File: src/rtl/pwm_sr_pkg.sv
package pwm_sr_pkg;
  localparam int DUTY_W_DEF = 5;
  localparam int MODE_W     = 3;

  typedef enum logic [MODE_W-1:0] {
    MODE_NORMAL   = 3'b000,
    MODE_FULL_ON  = 3'b001,
    MODE_SHUTDOWN = 3'b010,
    MODE_RECALL   = 3'b011
  } mode_e;

  // Codes with the top bit set are reserved.
  function automatic logic mode_reserved(input logic [MODE_W-1:0] m);
    return m[MODE_W-1];
  endfunction
endpackage

File: src/rtl/pwm_sr_cmd.sv
module pwm_sr_cmd
  import pwm_sr_pkg::*;
#(
  parameter int DUTY_W = DUTY_W_DEF
) (
  input  logic              clk_i,
  input  logic              rst_ni,
  input  logic              wr_i,
  input  logic [MODE_W-1:0] mode_i,
  input  logic [DUTY_W-1:0] duty_i,
  output logic [DUTY_W-1:0] cfg_duty_o,
  output logic              full_on_o,
  output logic              shut_o,
  output logic              recall_ev_o
);
  logic [DUTY_W-1:0] duty_q;
  logic full_q, shut_q;

  // Named events for the assertions and the counter.
  logic take_normal, take_full, take_shut, recall_ev, ignored_wr, blocked_wr;
  assign ignored_wr  = wr_i && mode_reserved(mode_i);
  assign take_normal = wr_i && !shut_q && (mode_i == MODE_NORMAL);
  assign take_full   = wr_i && !shut_q && (mode_i == MODE_FULL_ON);
  assign take_shut   = wr_i && !shut_q && (mode_i == MODE_SHUTDOWN);
  assign recall_ev   = wr_i &&  shut_q && (mode_i == MODE_RECALL);
  assign blocked_wr  = wr_i &&  shut_q && (mode_i != MODE_RECALL);

  always_ff @(posedge clk_i or negedge rst_ni) begin
    if (!rst_ni) begin
      duty_q <= '0;
      full_q <= 1'b0;
      shut_q <= 1'b0;
    end else begin
      if (take_normal) begin
        duty_q <= duty_i;
        full_q <= 1'b0;
      end
      if (take_full) full_q <= 1'b1;
      if (take_shut) shut_q <= 1'b1;
      if (recall_ev) shut_q <= 1'b0;
    end
  end

  assign cfg_duty_o  = duty_q;
  assign full_on_o   = full_q;
  assign shut_o      = shut_q;
  assign recall_ev_o = recall_ev;

  assert_reserved_ignored_R9: assert property (@(posedge clk_i) disable iff (!rst_ni)
    ignored_wr |=> $stable({duty_q, full_q, shut_q}));

  assert_locked_in_shutdown_R10: assert property (@(posedge clk_i) disable iff (!rst_ni)
    blocked_wr |=> (shut_q && $stable({duty_q, full_q})));
endmodule

File: src/rtl/pwm_sr_period.sv
module pwm_sr_period
  import pwm_sr_pkg::*;
#(
  parameter int DUTY_W = DUTY_W_DEF
) (
  input  logic              clk_i,
  input  logic              rst_ni,
  input  logic              tick_i,
  input  logic              run_i,
  input  logic              restart_i,
  input  logic [DUTY_W-1:0] next_duty_i,
  output logic [DUTY_W-1:0] cnt_o,
  output logic [DUTY_W-1:0] act_duty_o
);
  localparam logic [DUTY_W-1:0] CNT_LAST = {DUTY_W{1'b1}};

  logic [DUTY_W-1:0] cnt_q, act_q;
  logic step_ev, wrap_ev;
  assign step_ev = tick_i && run_i;
  assign wrap_ev = step_ev && (cnt_q == CNT_LAST);

  always_ff @(posedge clk_i or negedge rst_ni) begin
    if (!rst_ni) begin
      cnt_q <= '0;
      act_q <= '0;
    end else if (restart_i) begin
      cnt_q <= '0;
      act_q <= next_duty_i;
    end else if (step_ev) begin
      cnt_q <= cnt_q + 1'b1;
      if (wrap_ev) act_q <= next_duty_i;
    end
  end

  assign cnt_o      = cnt_q;
  assign act_duty_o = act_q;

  assert_hold_without_tick_R11: assert property (@(posedge clk_i) disable iff (!rst_ni)
    (!restart_i && !step_ev) |=> $stable(cnt_q));

  assert_restart_from_zero_R7: assert property (@(posedge clk_i) disable iff (!rst_ni)
    restart_i |=> (cnt_q == '0));

  assert_duty_only_at_wrap_R8: assert property (@(posedge clk_i) disable iff (!rst_ni)
    (!restart_i && !wrap_ev) |=> $stable(act_q));

  assert_wrap_to_zero_R2: assert property (@(posedge clk_i) disable iff (!rst_ni)
    (wrap_ev && !restart_i) |=> (cnt_q == '0));
endmodule

File: src/rtl/pwm_sr_drive.sv
module pwm_sr_drive
  import pwm_sr_pkg::*;
#(
  parameter int DUTY_W = DUTY_W_DEF
) (
  input  logic              clk_i,
  input  logic              rst_ni,
  input  logic [DUTY_W-1:0] cnt_i,
  input  logic [DUTY_W-1:0] act_duty_i,
  input  logic              full_on_i,
  input  logic              shut_i,
  output logic              pwm_o,
  output logic              oe_o
);
  function automatic logic in_high_phase(input logic [DUTY_W-1:0] c,
                                         input logic [DUTY_W-1:0] d);
    return c < d;
  endfunction

  assign oe_o  = !shut_i;
  assign pwm_o = !shut_i && (full_on_i || in_high_phase(cnt_i, act_duty_i));

  assert_quiet_while_released_R6: assert property (@(posedge clk_i) disable iff (!rst_ni)
    (shut_i && $stable(shut_i)) |-> (!pwm_o && !oe_o && $stable(cnt_i)));
endmodule

File: src/rtl/pwm_shutdown_gen.sv
module pwm_shutdown_gen
  import pwm_sr_pkg::*;
#(
  parameter int DUTY_W = DUTY_W_DEF
) (
  input  logic                clk_i,
  input  logic                rst_ni,
  input  logic                tick_i,
  input  logic                wr_i,
  input  logic [MODE_W-1:0]   mode_i,
  input  logic [DUTY_W-1:0]   duty_i,
  output logic                pwm_o,
  output logic                pwm_oe_o,
  output logic [DUTY_W+2:0]   status_o
);
  logic [DUTY_W-1:0] cfg_duty, cnt, act_duty;
  logic full_on, shut, recall_ev;

  pwm_sr_cmd #(.DUTY_W(DUTY_W)) cmd_i (
    .clk_i(clk_i), .rst_ni(rst_ni), .wr_i(wr_i), .mode_i(mode_i), .duty_i(duty_i),
    .cfg_duty_o(cfg_duty), .full_on_o(full_on), .shut_o(shut), .recall_ev_o(recall_ev)
  );

  pwm_sr_period #(.DUTY_W(DUTY_W)) period_i (
    .clk_i(clk_i), .rst_ni(rst_ni), .tick_i(tick_i), .run_i(!shut),
    .restart_i(recall_ev), .next_duty_i(cfg_duty),
    .cnt_o(cnt), .act_duty_o(act_duty)
  );

  pwm_sr_drive #(.DUTY_W(DUTY_W)) drive_i (
    .clk_i(clk_i), .rst_ni(rst_ni), .cnt_i(cnt), .act_duty_i(act_duty),
    .full_on_i(full_on), .shut_i(shut), .pwm_o(pwm_o), .oe_o(pwm_oe_o)
  );

  assign status_o = {shut, full_on, 1'b0, cfg_duty};

  assert_recall_drives_pad_R7: assert property (@(posedge clk_i) disable iff (!rst_ni)
    recall_ev |=> (pwm_oe_o && (pwm_o == (full_on || (cfg_duty != '0)))));

  assert_full_on_high_R4: assert property (@(posedge clk_i) disable iff (!rst_ni)
    (wr_i && !shut && mode_i == MODE_FULL_ON) |=> pwm_o);
endmodule

File: config.mk
export PLATFORM = sky130hd
export DESIGN_NAME = pwm_shutdown_gen
export DESIGN_NICKNAME = d
export VERILOG_FILES = /design/src/rtl/pwm_sr_pkg.sv /design/src/rtl/pwm_sr_cmd.sv /design/src/rtl/pwm_sr_period.sv /design/src/rtl/pwm_sr_drive.sv /design/src/rtl/pwm_shutdown_gen.sv
export SDC_FILE = /design/constraint.sdc
export NUM_CORES = 1
export LEC_CHECK = 0
export CORE_MARGIN = 1
export CORE_UTILIZATION = 64
export DETAILED_ROUTE_END_ITERATION = 10
export DONT_BUFFER_PORTS = 1
export GPL_TIMING_DRIVEN = 1
export PLACE_DENSITY = 0.8
export SYNTH_ARGS = -nofsm -noshare
export SYNTH_HDL_FRONTEND = slang
export SYNTH_HIERARCHICAL = 1
export SYNTH_SLANG_ARGS = --single-unit
File: constraint.sdc
create_clock -name clk_i -period 4.9 [get_ports clk_i]
set_input_delay 0.735 -clock clk_i [delete_from_list [all_inputs] [get_ports clk_i]]
set_output_delay 0.735 -clock clk_i [all_outputs]
set_load 0.03 [all_outputs]
==> impl_metrics.tcl <==
set metrics [dict create \
    status "completed" \
    fin_skew_ns 0.004548 \
    insertion_delay_ns 0.27 \
    gp_congestion 0.7124 \
    max_freq_mhz 397.4 \
    core_area_um2 1186 \
    fin_nets 98 \
    slew_viol_final 0 \
    synthCells 78 \
    finalCritPeriodShare_pct 51.36 \
    pwr-share-clk_pct 13.6 \
    synth-edff-count 0 \
    clockBufferDepth 2 \
    dr.pass1.iters 2 \
    slowest_delay_ns 0.56 \
    wl_um 1385 \
    io_pins 22 \
    cts.sinks 17 \
    die_y_um 39.05 \
    drive_gt1_share_pct 22.78 \
    yosysSeqAreaShare_pct 48.43 \
    ctsRootBufferMaster "clkbuf_4" \
    wl_per_cell_um 14.89 \
    cp_max_fo 6 \
    hpwl_um 1118 \
    clk_pin_slew_ns 0.09 \
    syn_area_um2 878.3 \
    cellPowerDensity_nw_per_um2 570.2 \
    min_period_ns 2.517 \
    p_switching_w 0.0002090 \
    finalHoldViolCount 0 \
    cts_setup_buffers 0 \
    synth.top_cells.by_count "dfrtp_1, mux2_2, nand2_1" \
    yosysTopAreaCellShare_pct 48.43 \
    cp_data_arrival_time_ns 1.78 \
    crit_family "compound AO/OA/AOI/OAI gates" \
    ys_async_sr_fraction_pct 100.0 \
    port_buffers 0 \
    synth_top_area_cell "dfrtp_1" \
    cp-start-kind "flop" \
    hp-class "in -> async" \
    cts_max_level 1 \
    vias 522 \
    die_w_um 39.05 \
    syn2layout_area_growth_pct 2.422 \
    track_usage_pct 23.06 \
    synth_fp_nets 96 \
    rows 12 \
    p_leak_nw 0.4189 \
    setup_tns_ns 0 \
    rrSetupSlack_ns 3.03 \
    synth-seq-cells 17 \
    cts_tree "built" \
    drv_cap 0 \
    worst_pin_slew_ns 0.6413 \
    initial_utilization_pct 74.05 \
    cts_hold_buf 0 \
    drc 0 \
    critPathKind "reg -> out" \
    first_global_vias 555 \
    switching_share_pct 40.74 \
    peakVddDrop_uv 321.4 \
    synth_cell_type_count 21 \
    synth-main-ff-cell "dfrtp_1" \
    fillers 89 \
    cp_num_buf_inv 1 \
    comb_power_share_pct 33.6 \
    drt-initial-drc-count 1 \
    grt_max_degree 18 \
    viasPerCell 5.613 \
    grt_overflow 0 \
    cp-end-kind "output pin" \
    ant_nets 0 \
    crit_chain "inv_1, o21ai_1, a21oi_1" \
    yosysWarningCount 6 \
    synth_top_cells_by_area "dfrtp_1, mux2_2, ha_1, nand2_1, a21oi_1" \
    grt_pass1_wl_um 2208 \
    syn_area_per_cell_um2 11.26 \
    pwr-share-seq_pct 52.8 \
    insertedDiodeCount 0 \
    ctsResizeCount 0 \
    crit_required_ns 4.16 \
    setup_viol 0 \
    synthMostInstantiatedCell "dfrtp_1" \
    cts_made_buffers 3 \
    p_int_w 0.0003040 \
    final_cells 93 \
    r2r_end "period_i/act_duty_o[0]" \
    r2r-start "period_i/cnt_o[0]" \
    dp_cells 89 \
    dieArea_um2 1525 \
    slew-limit-headroom_pct 57.38 \
    crit_slowest_cell "dfrtp_1" \
    rsz0062_at_grt "false" \
    antenna_found_initial 0 \
    reg2reg_depth 5 \
]
==> cells by family after synthesis <==
| family | after synthesis | share of synthesized area (%) |
|---|---|---|
| other cells | 1 | 0.4269 |
| xor+xnor | 2 | 1.995 |
| buf+inv | 9 | 5.128 |
| simple gates | 21 | 13.82 |
| fa+ha+maj | 6 | 8.547 |
| compound gates | 11 | 7.549 |
| mux | 11 | 14.10 |
| flops | 17 | 48.43 |
==> stage by stage <==
stage                     instance area [um^2]  total power (W)  util [%]  hold WS [ns]  setup WS (ns)
after global routing                     899.6        0.0005506     75.84        0.1135          2.298
after CTS                                899.6        0.0005173     75.84        0.1304          2.370
after detailed placement                 873.3        0.0004474     73.63        0.4398          2.679
after floorplan                          878.3        0.0004116         -        0.4394          2.801
after global placement                   873.3        0.0004302     73.63        0.4397          2.706
final                                    899.6        0.0005129     75.84        0.1410          2.383
==> flip-flops by register name, indices dropped and copies added (netlist names) <==
signal,flops
cmd_i/shut_o,1
cmd_i/cfg_duty_o,5
cmd_i/full_on_o,1
period_i/act_duty_o,5
period_i/cnt_o,5
==> layout by cell type, fill, tap and decap left out <==
cell,instances
inv_1,6
or3_1,1
clkbuf_1,1
nand3_1,4
o21ai_0,2
a21oi_2,1
clkbuf_4,3
nand3b_1,1
o21ai_1,2
and3_1,1
dfrtp_1,17
mux2_2,11
conb_1,1
nor2b_1,1
a21oi_1,5
nand2_1,7
ha_1,6
xor2_1,2
and2b_4,1
nor2_1,4
nor4b_4,1
a31oi_2,1
==> how the worst max path moves through the flow <==
stage | cells past startpoint | startpoint | slack [ns] | endpoint
floorplan | 4 | period_i/cnt_o[2] | 2.80 | pwm_o
global placement | 3 | cmd_i/shut_o | 2.71 | pwm_o
detailed placement | 3 | cmd_i/shut_o | 2.68 | pwm_o
CTS | 3 | cmd_i/shut_o | 2.37 | pwm_o
global route | 3 | cmd_i/shut_o | 2.30 | pwm_o
finish | 3 | cmd_i/shut_o | 2.38 | pwm_o
==> metal layers <==
layer	share of wire (%)	wire, um	global-route usage [%]
met1	44	605	26.34
met2	52	723	41.67
met3	4.0	56	5.202
met4	0	0	7.759
met5	0	0	0
==> final cells by class <==
type                    count  area, um^2  share of cell area [%]
multi-input cells          52       407.9                   45.34
inverters                   6       22.52                   2.503
flip-flops and latches     17       425.4                   47.29
clock buffers               4       26.28                   2.921
well taps                  14       17.52                   1.947
==> power by group through the flow <==
stage                     logic [W]  registers [W]  clock network (W)
after floorplan            0.000159       0.000253                  0
after global placement     0.000160       0.000271                  0
after detailed placement   0.000172       0.000275                  0
after CTS                  0.000173       0.000271          0.0000730
after global routing       0.000192       0.000278          0.0000800
final                      0.000172       0.000271          0.0000698
No activity file was read; power rests on OpenSTA's default activity.
